==> src/rtl/dfp_pkg.sv <==
package dfp_pkg;

    // Controller states of the decimal adder/subtracter.
    typedef enum logic [2:0] {
        ST_IDLE,
        ST_ALIGN,
        ST_ARITH,
        ST_NORM,
        ST_DONE
    } dfp_state_e;

endpackage

==> src/rtl/dfp_unpack.sv <==
module dfp_unpack #(
    parameter int DIGITS  = 27,
    parameter int EDIGITS = 4,
    localparam int SW  = 4 * DIGITS,
    localparam int EW  = 4 * EDIGITS,
    localparam int W   = SW + EW + 4,
    localparam int EBW = EW + 2
) (
    input  logic [W-1:0]          word,
    output logic [SW-1:0]         sig,
    output logic signed [EBW-1:0] expo,
    output logic                  sign,
    output logic                  nan,
    output logic                  inf
);

    // The BCD exponent magnitude becomes a signed binary exponent.
    always_comb begin
        int acc;
        acc = 0;
        for (int i = EDIGITS - 1; i >= 0; i--) begin
            acc = acc * 10 + int'(word[SW + 4*i +: 4]);
        end
        expo = word[W-1] ? -EBW'(acc) : EBW'(acc);
    end

    assign sig  = word[SW-1:0];
    assign nan  = word[W-4];
    assign sign = word[W-3];
    assign inf  = word[W-2];

endmodule

==> src/rtl/dfp_bcd_addsub.sv <==
module dfp_bcd_addsub #(
    parameter int DIGITS = 27,
    localparam int SW = 4 * DIGITS
) (
    input  logic [SW-1:0] x,
    input  logic [SW-1:0] y,
    input  logic          sub,
    output logic [SW+3:0] sum
);

    // Ripple of decimal digit cells. For subtraction, y enters as its
    // nines complement with an initial carry of one.
    logic [DIGITS:0] cy;
    assign cy[0] = sub;

    for (genvar g = 0; g < DIGITS; g++) begin : g_digit
        logic [3:0] yd;
        logic [4:0] raw;
        assign yd  = sub ? (4'd9 - y[4*g +: 4]) : y[4*g +: 4];
        assign raw = {1'b0, x[4*g +: 4]} + {1'b0, yd} + {4'b0, cy[g]};
        assign cy[g+1] = (raw > 5'd9);
        assign sum[4*g +: 4] = cy[g+1] ? 4'(raw - 5'd10) : raw[3:0];
    end

    // Carry digit only matters for addition; a subtraction carry is discarded.
    assign sum[SW+3:SW] = (!sub && cy[DIGITS]) ? 4'd1 : 4'd0;

endmodule

==> src/rtl/dfp_addsub.sv <==
module dfp_addsub
    import dfp_pkg::*;
#(
    parameter int DIGITS  = 27,
    parameter int EDIGITS = 4,
    localparam int SW  = 4 * DIGITS,
    localparam int EW  = 4 * EDIGITS,
    localparam int W   = SW + EW + 4,
    localparam int EBW = EW + 2
) (
    input  logic         clk,
    input  logic         rst_n,
    input  logic         start,
    input  logic         op_sub,
    input  logic [W-1:0] opnd_a,
    input  logic [W-1:0] opnd_b,
    output logic [W-1:0] result,
    output logic         done
);

    localparam int EMAX = 10 ** EDIGITS - 1;
    localparam logic [EW-1:0] EMAX_BCD = {EDIGITS{4'h9}};
    localparam logic [W-1:0]  NAN_WORD = W'(1) << (W - 4);

    dfp_state_e state, nxt;

    logic [W-1:0]          lat_a, lat_b, res;
    logic                  lat_sub;
    logic [SW-1:0]         p_sig, q_sig;
    logic signed [EBW-1:0] r_exp;
    logic                  r_sign;
    logic [SW+3:0]         acc;

    // Field extraction of the latched operands
    logic [SW-1:0]         a_sig, b_sig;
    logic signed [EBW-1:0] a_exp, b_exp;
    logic                  a_sgn, b_sgn, a_nan, b_nan, a_inf, b_inf;

    dfp_unpack #(.DIGITS(DIGITS), .EDIGITS(EDIGITS)) u_unp_a (
        .word(lat_a), .sig(a_sig), .expo(a_exp), .sign(a_sgn), .nan(a_nan), .inf(a_inf));
    dfp_unpack #(.DIGITS(DIGITS), .EDIGITS(EDIGITS)) u_unp_b (
        .word(lat_b), .sig(b_sig), .expo(b_exp), .sign(b_sgn), .nan(b_nan), .inf(b_inf));

    logic b_eff, esub;
    assign b_eff = b_sgn ^ lat_sub;
    assign esub  = a_sgn ^ b_eff;

    // Special-value decisions
    logic nan_case, inf_case, inf_sign;
    assign nan_case = a_nan | b_nan | (a_inf & b_inf & (a_sgn != b_eff));
    assign inf_case = a_inf | b_inf;
    assign inf_sign = a_inf ? a_sgn : b_eff;

    function automatic logic [W-1:0] inf_word(input logic s);
        return {1'b0, 1'b1, s, 1'b0, {(EW+SW){1'b0}}};
    endfunction

    // Digit-granular right shift; 27 digits or more empties the significand.
    function automatic logic [SW-1:0] dshr(input logic [SW-1:0] s,
                                           input logic signed [EBW:0] amt);
        if (amt >= (EBW+1)'(DIGITS)) return '0;
        return s >> (4 * int'(amt));
    endfunction

    // Alignment
    logic signed [EBW:0]   diff;
    logic [SW-1:0]         a_al, b_al;
    logic signed [EBW-1:0] top_exp;
    always_comb begin
        diff    = (EBW+1)'(a_exp) - (EBW+1)'(b_exp);
        a_al    = (diff < 0) ? dshr(a_sig, -diff) : a_sig;
        b_al    = (diff > 0) ? dshr(b_sig, diff) : b_sig;
        top_exp = (diff < 0) ? b_exp : a_exp;
    end

    // Significand arithmetic: the larger magnitude goes first when subtracting.
    logic          swap;
    logic [SW-1:0] add_x, add_y;
    logic [SW+3:0] add_sum;
    logic          add_sign;
    assign swap     = esub && (p_sig < q_sig);
    assign add_x    = swap ? q_sig : p_sig;
    assign add_y    = swap ? p_sig : q_sig;
    assign add_sign = swap ? b_eff : a_sgn;

    dfp_bcd_addsub #(.DIGITS(DIGITS)) u_bcd (
        .x(add_x), .y(add_y), .sub(esub), .sum(add_sum));

    // Normalization conditions
    logic [3:0] carry_dig, top_dig;
    logic       can_left, norm_busy;
    assign carry_dig = acc[SW+3:SW];
    assign top_dig   = acc[SW-1:SW-4];
    assign can_left  = (top_dig == 4'd0) && (acc != '0) && (r_exp > EBW'(-EMAX));
    assign norm_busy = (carry_dig != 4'd0) || can_left;

    // Packing of a finite result
    logic [W-1:0] pack_word;
    always_comb begin
        int m;
        logic [EW-1:0] bcd;
        m = (r_exp < 0) ? -int'(r_exp) : int'(r_exp);
        for (int i = 0; i < EDIGITS; i++) begin
            bcd[4*i +: 4] = 4'(m % 10);
            m = m / 10;
        end
        pack_word = {r_exp < 0, 1'b0, r_sign, 1'b0, bcd, acc[SW-1:0]};
    end

    // State register
    always_ff @(posedge clk or negedge rst_n) begin
        if (!rst_n) state <= ST_IDLE;
        else        state <= nxt;
    end

    // Next-state logic
    always_comb begin
        nxt = state;
        unique case (state)
            ST_IDLE:  if (start) nxt = ST_ALIGN;
            ST_ALIGN: nxt = (nan_case || inf_case) ? ST_DONE : ST_ARITH;
            ST_ARITH: nxt = ST_NORM;
            ST_NORM:  if (!norm_busy) nxt = ST_DONE;
            ST_DONE:  nxt = ST_IDLE;
            default:  nxt = ST_IDLE;
        endcase
    end

    // Datapath registers
    always_ff @(posedge clk or negedge rst_n) begin
        if (!rst_n) begin
            lat_a   <= '0;
            lat_b   <= '0;
            lat_sub <= 1'b0;
            p_sig   <= '0;
            q_sig   <= '0;
            r_exp   <= '0;
            r_sign  <= 1'b0;
            acc     <= '0;
            res     <= '0;
        end else begin
            unique case (state)
                ST_IDLE: if (start) begin
                    lat_a   <= opnd_a;
                    lat_b   <= opnd_b;
                    lat_sub <= op_sub;
                end
                ST_ALIGN: begin
                    if (nan_case)      res <= NAN_WORD;
                    else if (inf_case) res <= inf_word(inf_sign);
                    else begin
                        p_sig <= a_al;
                        q_sig <= b_al;
                        r_exp <= top_exp;
                    end
                end
                ST_ARITH: begin
                    acc    <= add_sum;
                    r_sign <= add_sign;
                end
                ST_NORM: begin
                    if (carry_dig != 4'd0) begin
                        acc   <= acc >> 4;
                        r_exp <= r_exp + EBW'(1);
                    end else if (can_left) begin
                        acc   <= {4'b0, acc[SW-5:0], 4'b0};
                        r_exp <= r_exp - EBW'(1);
                    end else if (acc == '0) begin
                        res <= '0;
                    end else if (r_exp > EBW'(EMAX)) begin
                        res <= inf_word(r_sign);
                    end else begin
                        res <= pack_word;
                    end
                end
                ST_DONE: ;
                default: ;
            endcase
        end
    end

    // Outputs
    always_comb begin
        done   = (state == ST_DONE);
        result = res;
    end

    function automatic logic digits_ok(input logic [SW-1:0] s);
        for (int i = 0; i < DIGITS; i++) begin
            if (s[4*i +: 4] > 4'd9) return 1'b0;
        end
        return 1'b1;
    endfunction

    a_r11_done_pulse: assert property (@(posedge clk) disable iff (!rst_n)
        done |=> !done);

    a_r11_busy_ignores_start: assert property (@(posedge clk) disable iff (!rst_n)
        (state != ST_IDLE) |=> $stable(lat_a) && $stable(lat_b));

    a_r5_carry_cleared: assert property (@(posedge clk) disable iff (!rst_n)
        (state == ST_NORM && carry_dig != 4'd0) |=> (acc[SW+3:SW] == 4'd0));

    a_r3_digits_legal: assert property (@(posedge clk) disable iff (!rst_n)
        done |-> digits_ok(result[SW-1:0]));

    a_r7_zero_canonical: assert property (@(posedge clk) disable iff (!rst_n)
        (done && result[SW-1:0] == '0 && !result[W-4] && !result[W-2])
            |-> (result[W-1:SW] == '0));

    a_r6_normalized: assert property (@(posedge clk) disable iff (!rst_n)
        (done && !result[W-4] && !result[W-2] && result[SW-1:0] != '0
              && result[SW-1:SW-4] == 4'd0)
            |-> (result[W-1] && result[SW+EW-1:SW] == EMAX_BCD));

    a_r8_special_fields: assert property (@(posedge clk) disable iff (!rst_n)
        (done && (result[W-4] || result[W-2]))
            |-> (result[SW+EW-1:0] == '0 && !(result[W-4] && result[W-2])));

endmodule

==> config.mk <==
export PLATFORM = sky130hd
export DESIGN_NAME = dfp_addsub
export DESIGN_NICKNAME = d
export VERILOG_FILES = /design/src/rtl/dfp_pkg.sv /design/src/rtl/dfp_unpack.sv /design/src/rtl/dfp_bcd_addsub.sv /design/src/rtl/dfp_addsub.sv
export SDC_FILE = /design/constraint.sdc
export NUM_CORES = 2
export LEC_CHECK = 0
export ABC_AREA = 1
export BUFFER_PORTS_ARGS = -buffer_cell sky130_fd_sc_hd__buf_2
export CAP_MARGIN = 20
export CORE_AREA = 2 2 375 377
export CTS_CLUSTER_SIZE = 8
export DETAILED_ROUTE_END_ITERATION = 10
export DIE_AREA = 0 0 377 379
export GPL_ROUTABILITY_DRIVEN = 0
export PLACE_DENSITY = 0.6
export SYNTH_ARGS = -nofsm -noshare
export SYNTH_HDL_FRONTEND = slang
export SYNTH_SLANG_ARGS = --single-unit
==> constraint.sdc <==
create_clock -name clk -period 60.7 [get_ports clk]
set_clock_uncertainty 0.15 [all_clocks]
set_input_delay 6.07 -clock clk [delete_from_list [all_inputs] [get_ports clk]]
set_output_delay 6.07 -clock clk [all_outputs]
set_load 0.02 [all_outputs]
==> Word-level counts from Yosys, hierarchy flattened <==
Index checks and enable logic that the tools add are counted.
{ "word_totals": {"elab_cells": 313, "output_inout_bits": 129, "in_bits": 260, "regBits": 735} }
{ "op_classes": {"order_cmp": 35, "n_mul": 6, "n_mux": 90, "shift": 2, "reduce_logical": 20, "addsub": 121, "bitwise_logic": 9, "n_eq_ne": 13, "div_mod_pow": 7} }
{ "op_table": {"columns": ["op", "count"], "rows": [
  ["108-bit 2-to-1 mux", 8],
  ["128-bit 2-to-1 mux", 6],
  ["128-bit case mux with 2 select lines", 1],
  ["112-bit 2-to-1 mux", 2],
  ["112-bit case mux with 2 select lines", 1],
  ["4-bit 2-to-1 mux", 54],
  ["108-bit by 32-bit right shift with 108-bit output", 2],
  ["4-bit by 4-bit adder with 5-bit output", 27],
  ["5-bit by 1-bit adder with 5-bit output", 27],
  ["5-bit by 4-bit greater-than comparator with 1-bit output (second input constant)", 27],
  ["32-bit by 5-bit adder with 32-bit output", 4],
  ["32-bit by 5-bit remainder unit with 32-bit output (second input constant)", 4],
  ["18-bit 2-to-1 mux", 7],
  ["112-bit zero test", 1],
  ["112-bit nonzero test", 1],
  ["108-bit less-than comparator", 1],
  ["4-bit subtractor (first input constant)", 27],
  ["4-bit subtractor (second input constant)", 27],
  ["32-bit by 5-bit divider with 32-bit output (second input constant)", 3],
  ["32-bit by 4-bit multiplier with 17-bit output (second input constant)", 2],
  ["32-bit by 4-bit multiplier with 31-bit output (second input constant)", 2],
  ["19-bit by 6-bit greater-or-equal comparator with 1-bit output (second input constant)", 2],
  ["18-bit by 5-bit adder with 18-bit output", 2],
  ["18-bit by 15-bit greater-than comparator with 1-bit output (second input constant)", 2],
  ["35 further kinds", 63]
]} }

==> Logic depth before layout (Yosys ltp) <==
{ "logic_depth": {"depth_word": 64, "mapped_depth": 294, "ltp_nobuf": 291} }

==> Modules after synthesis <==
Synthesis repeated with hierarchy kept, for this count alone.
{ "hier_totals": {"hier_cells": 9754, "area_unflattened_um2": 67897.6} }
{ "by_module_without_submodules": {"columns": ["mod", "n_inst", "area_each_um2", "seq_area_each_um2", "cells_per_inst"], "rows": [
  ["dfp_addsub", 1, 52298.9, 18392.6, 7298],
  ["dfp_bcd_addsub", 1, 8254.2, 0.0, 1260],
  ["dfp_unpack at u_unp_a", 1, 3754.9, 0.0, 602],
  ["dfp_unpack at u_unp_b", 1, 3589.7, 0.0, 594]
]} }

==> Worst setup path before layout <==
No wires, ideal clock.
{ "synth_path": {"path_type": "flip-flop to flip-flop", "start": "register q_sig[29]", "end": "register acc[107]", "period_less_slack_ns": 45.769, "required_ns": 60.468, "slack_ns": 14.931, "setup_ns": 0.082, "path_stages_with_launch": 244, "path_buffers": 3, "arrival_time_ns": 45.537, "cell_sequence": "dfrtp_1 inv_1 ha_1 a21oi_1 o21ai_0 a221oi_1 o21ai_0 and3_1 a2111oi_0 o211ai_1 nand4_1 nand2_1 clkbuf_1 nor2_1 clkbuf_1 clkbuf_1 nand2_1 o21ai_0 (+208 left out) fa_1 ha_1 a21oi_1 nor3_1 nor2_1 inv_1 fa_1 inv_1 fa_1 ha_1 inv_1 a21oi_1 a311o_1 nand2_1 inv_1 o21ai_0 nand3_1 a31oi_1"} }
{ "synth_between": {"elab_chain_len": 62, "word_cells_on_any_way": 142, "classes_between": "add/sub (82); order compare (28); mux (31); reduce/logical (1)"} }
{ "synth_lines": {"columns": ["item", "line_no", "rtl"], "rows": [
  ["start: declaration", "dfp_addsub.sv:29", "logic [SW-1:0] p_sig, q_sig;"],
  ["start signal: assignment", "dfp_addsub.sv:153", "q_sig <= b_al;"],
  ["108-bit less-than comparator", "dfp_addsub.sv:81", "assign swap = esub && (p_sig < q_sig);"],
  ["1-bit logical AND", "dfp_addsub.sv:81", null],
  ["108-bit 2-to-1 mux", "dfp_addsub.sv:83", "assign add_y = swap ? p_sig : q_sig;"],
  ["4-bit subtractor", "dfp_bcd_addsub.sv:19", "assign yd = sub ? (4'd9 - y[4*g +: 4]) : y[4*g +: 4];"],
  ["4-bit 2-to-1 mux", "dfp_bcd_addsub.sv:19", null],
  ["4-bit by 4-bit adder with 5-bit output", "dfp_bcd_addsub.sv:20", "assign raw = {1'b0, x[4*g +: 4]} + {1'b0, yd} + {4'b0, cy[g]};"],
  ["5-bit by 1-bit adder with 5-bit output", "dfp_bcd_addsub.sv:20", null],
  ["5-bit by 4-bit greater-than comparator with 1-bit output", "dfp_bcd_addsub.sv:21", "assign cy[g+1] = (raw > 5'd9);"],
  ["(+46 left out)", null, null],
  ["5-bit by 1-bit adder with 5-bit output", "dfp_bcd_addsub.sv:20", null],
  ["5-bit by 4-bit greater-than comparator with 1-bit output", "dfp_bcd_addsub.sv:21", null],
  ["5-bit by 1-bit adder with 5-bit output", "dfp_bcd_addsub.sv:20", null],
  ["5-bit by 4-bit greater-than comparator with 1-bit output", "dfp_bcd_addsub.sv:21", null],
  ["5-bit by 1-bit adder with 5-bit output (*)", "dfp_bcd_addsub.sv:20", null],
  ["4-bit subtractor or 5-bit by 4-bit greater-than comparator with 1-bit output (tied branches)", "dfp_bcd_addsub.sv:22, dfp_bcd_addsub.sv:21", null],
  ["4-bit 2-to-1 mux (*)", "dfp_bcd_addsub.sv:22", "assign sum[4*g +: 4] = cy[g+1] ? 4'(raw - 5'd10) : raw[3:0];"],
  ["112-bit case mux with 2 select lines (*)", "dfp_addsub.sv:142", "unique case (state)"],
  ["end signal: assignment", "dfp_addsub.sv:158", "acc <= add_sum;"],
  ["end signal: assignment", "dfp_addsub.sv:163", "acc <= acc >> 4;"],
  ["end signal: assignment", "dfp_addsub.sv:166", "acc <= {4'b0, acc[SW-5:0], 4'b0};"],
  ["end: declaration", "dfp_addsub.sv:32", "logic [SW+3:0] acc;"]
]} }
Mark *: on every way between the ends. The rest lies on a longest branch, timed or not.
A chain may end at the register's enable or synchronous reset.

==> Worst setup path after layout <==
{ "layout_path": {"start": "register q_sig[29]", "end": "register acc[105]"} }
Same word-level chain as after synthesis.

==> summary.md <==
| Metric | Value |
|---|---|
| Result of the run | `finished with violations` |
| Violated checks | `slew limit` |
| Global-route wire length before repair | `389000 µm` |
| Clock tree root buffer cell | `clkbuf_16` |
| Worst reg2reg setup slack | `7.73 ns` |
| Share of final-layout standard cells stronger than drive strength 1 | `9.95%` |
| Rows | `137` |
| CP max-delay cell | `buf_4` |
| Sort of element at the start of the critical path | `flip-flop` |
| Die outline height | `379 µm` |
| Most frequent cell on the critical path | `inv_1` |
| Endpoints failing setup | `0` |
| Number of fillers in the final layout | `14101` |
| Wire length per cell after detailed routing | `23.5 µm` |
| Measured slew at the worst slew-check pin | `1.51 ns` |
| I/O Buffers | `388` |
| Fraction of synthesis flops using an asynchronous set or reset pin | `100%` |
| Number of H-tree levels | `3` |
| Yosys warning total | `0` |
| Top post-synthesis cells by area | `dfrtp_1 29%, nand2_1 12%, o21ai_0 9.9%` |
| Post-CTS Resized | `0` |
| Initial DRT Pass Iterations | `8` |
| Post-route minimum period | `52.97 ns` |
| Most numerous cell in the Yosys netlist | `nand2_1` |
| Setup repair after global routing missed its margin | `no` |
| Area grow syn2layout | `9.70%` |
| Starting density of the core | `45.7%` |
| Post-synth cell types | `77` |
| Number of global-route vias before repair | `61227` |
| Number of buffers inserted during clock tree synthesis | `104` |
| Maximum number of pins on one net before global-route repair | `181` |
| Largest incremental delay on the critical path | `0.74 ns` |
| Final Max Slew Viols | `1` |
| Total standard cell area after synthesis | `63400 µm²` |
| Routed Antenna Nets | `0` |
| Layout net count | `10122` |
| Reg-to-Reg Start | `q_sig[29]$_DFFE_PN0P_` |
| Synthesis-stage register bit count | `732` |
| Logic depth of the worst register-to-register path | `284` |
| Signal arrival time at the worst endpoint | `53.39 ns` |
| Die Area | `143000 µm²` |
| Library cell with the largest summed area after synthesis | `dfrtp_1` |
| Share of the synthesized area in the top cell type | `28.9%` |
| Share of the clock period used by the worst path after layout | `87.3%` |
| Launch point of the worst hold path | `result[124]$_DFFE_PN0P_` |
| Primary FF master, synth | `dfrtp_1` |
| Combined global-route utilization of all metal layers | `36.0%` |
| Instance count of the mapped netlist | `9298` |
| Maximum net fanout on the critical path | `103` |
| Synth cell count leaders | `2044 x nand2_1, 1260 x o21ai_0, 1135 x inv_1` |
| Syn avg cell area | `6.82 µm²` |
| Antenna violations before repair | `42` |
| WL final | `264000 µm` |
| Area inside the core boundary | `139000 µm²` |
| Post-CTS Setup Inserts | `0` |
| HPWL after detailed placement | `203000 µm` |
| WP data required | `61.13 ns` |
| Horizontal die dimension | `377 µm` |
| Setup tns final | `0 ns` |
| Endpoint of the most critical register-to-register path | `acc[105]$_DFFE_PN0P_` |
| Number of buffers on the longest clock path | `3` |
| EDFF count, synth | `0` |
| Final global-route overflow total | `0` |
| Hold Crit Endpoint | `result[124]$_DFFE_PN0P_` |
| Fin. Hold Viols | `0` |
| Count of cells along the worst hold path | `2` |
| Proportion of synthesized chip area in sequential cells | `28.9%` |
| Starting DRC count in detailed routing | `8739` |
| Routed via count divided by cell count | `5.94` |
| Number of buffers inserted by hold repair at cts | `0` |
| Class of the tightest hold or removal check | `flip-flop to flip-flop` |
| Total number of vias | `66639` |
| Number of top-level pins | `389` |
| Number of remaining DRC errors | `0` |
| Latest clock arrival within the worst-skew pair | `0.77 ns` |
| Crit path kind | `flip-flop to flip-flop` |
| Critical path capture point type | `flip-flop` |
| Clk sinks | `732` |
| Max-cap violations | `0` |
| Highest clock rate | `18.9 MHz` |
| Clock slew at reported path FFs | `0.06 ns` |
| CTS tree | `done` |
| Worst-case headroom to the max-slew limit | `-0.622%` |
[cells in the final DEF (no fill, tap or decap), drive strengths merged, types with 124 or more instances in the layout]
cell / n
a21oi: 642
a22oi: 134
buf: 484
clkbuf: 124
dfrtp: 732
ha: 421
inv: 1193
nand2: 2148
nand3: 366
nor2: 782
o21ai: 1293
xor2: 135
[stage by stage]
step                      hold WS (ns)  util, %  std cells  worst slack (ns)  instance area, µm²
after detailed placement         0.313     48.0      11075              8.99               66700
after CTS                        0.327     50.1      11205              8.75               69600
after global routing             0.337     50.1      11206              3.36               69600
after floorplan                  0.314        -       9299             14.93               63400
final                            0.321     50.1      11217              7.73               69600
after global placement           0.308     48.0      11075             11.52               66700
[registers in the layout (all words and copies together), names as in the netlist]
name,count
p_sig,108
state,3
r_sign,1
q_sig,108
acc,109
result,128
lat_sub,1
r_exp,18
lat_a,128
lat_b,128
[kinds of logic (layout without fill, tap and decap cells)]
family	after synthesis	count (layout)	synth area share (%)
AO/OA/AOI/OAI	2494	2494	22.1
flip-flops	732	732	28.9
XOR/XNOR	247	247	3.46
AND/OR/NAND/NOR	3546	3546	23.6
other	1	14	0.00591
buffers and inverters	1712	1811	10.2
multiplexers	78	78	1.37
adder cells (fa/ha/maj)	488	488	10.4
[worst max-delay path by stage]
stage / from / endpoint / cells after the start
after floorplan: q_sig[29]$_DFFE_PN0P_ / acc[107]$_DFFE_PN0P_ / 243
after global placement: q_sig[29]$_DFFE_PN0P_ / acc[107]$_DFFE_PN0P_ / 285
after detailed placement: p_sig[31]$_DFFE_PN0P_ / acc[105]$_DFFE_PN0P_ / 283
after CTS: q_sig[29]$_DFFE_PN0P_ / acc[105]$_DFFE_PN0P_ / 284
after global routing: q_sig[31]$_DFFE_PN0P_ / acc[106]$_DFFE_PN0P_ / 286
final: q_sig[29]$_DFFE_PN0P_ / acc[105]$_DFFE_PN0P_ / 284
[worst max-delay path: cells and delay by family (launching register included)]
kind	cells	cell delay [ns]
fa+ha+maj	80	21.93
buf+inv	82	8.90
xor+xnor	27	8.24
simple gates	59	7.96
compound gates	36	5.09
flops	1	0.39
[layer usage]
layer | track usage [%] | vias up | part of all wire [%]
met2 | 49.3 | 3643 | 39
met1 | 48.8 | 31185 | 42
met4 | 21.4 | 44 | 6.8
met5 | 0 | - | 0.12
met3 | 12.0 | 823 | 13
li1 | - | 30944 | -
[layout make-up]
cell class	instances	area [µm²]	share of cell area (%)
clock buffers	124	2790	4.01
repair buffers	484	2740	3.93
inverters	1197	4520	6.49
multi-input cells	6855	38800	55.8
diodes	12	30.0	0.0431
well taps	1807	2260	3.25
clock inverters	6	119	0.171
flip-flops and latches	732	18300	26.3
Power is not shown: default switching activity piles up to over one toggle a cycle in this logic, so the estimate is an artifact.
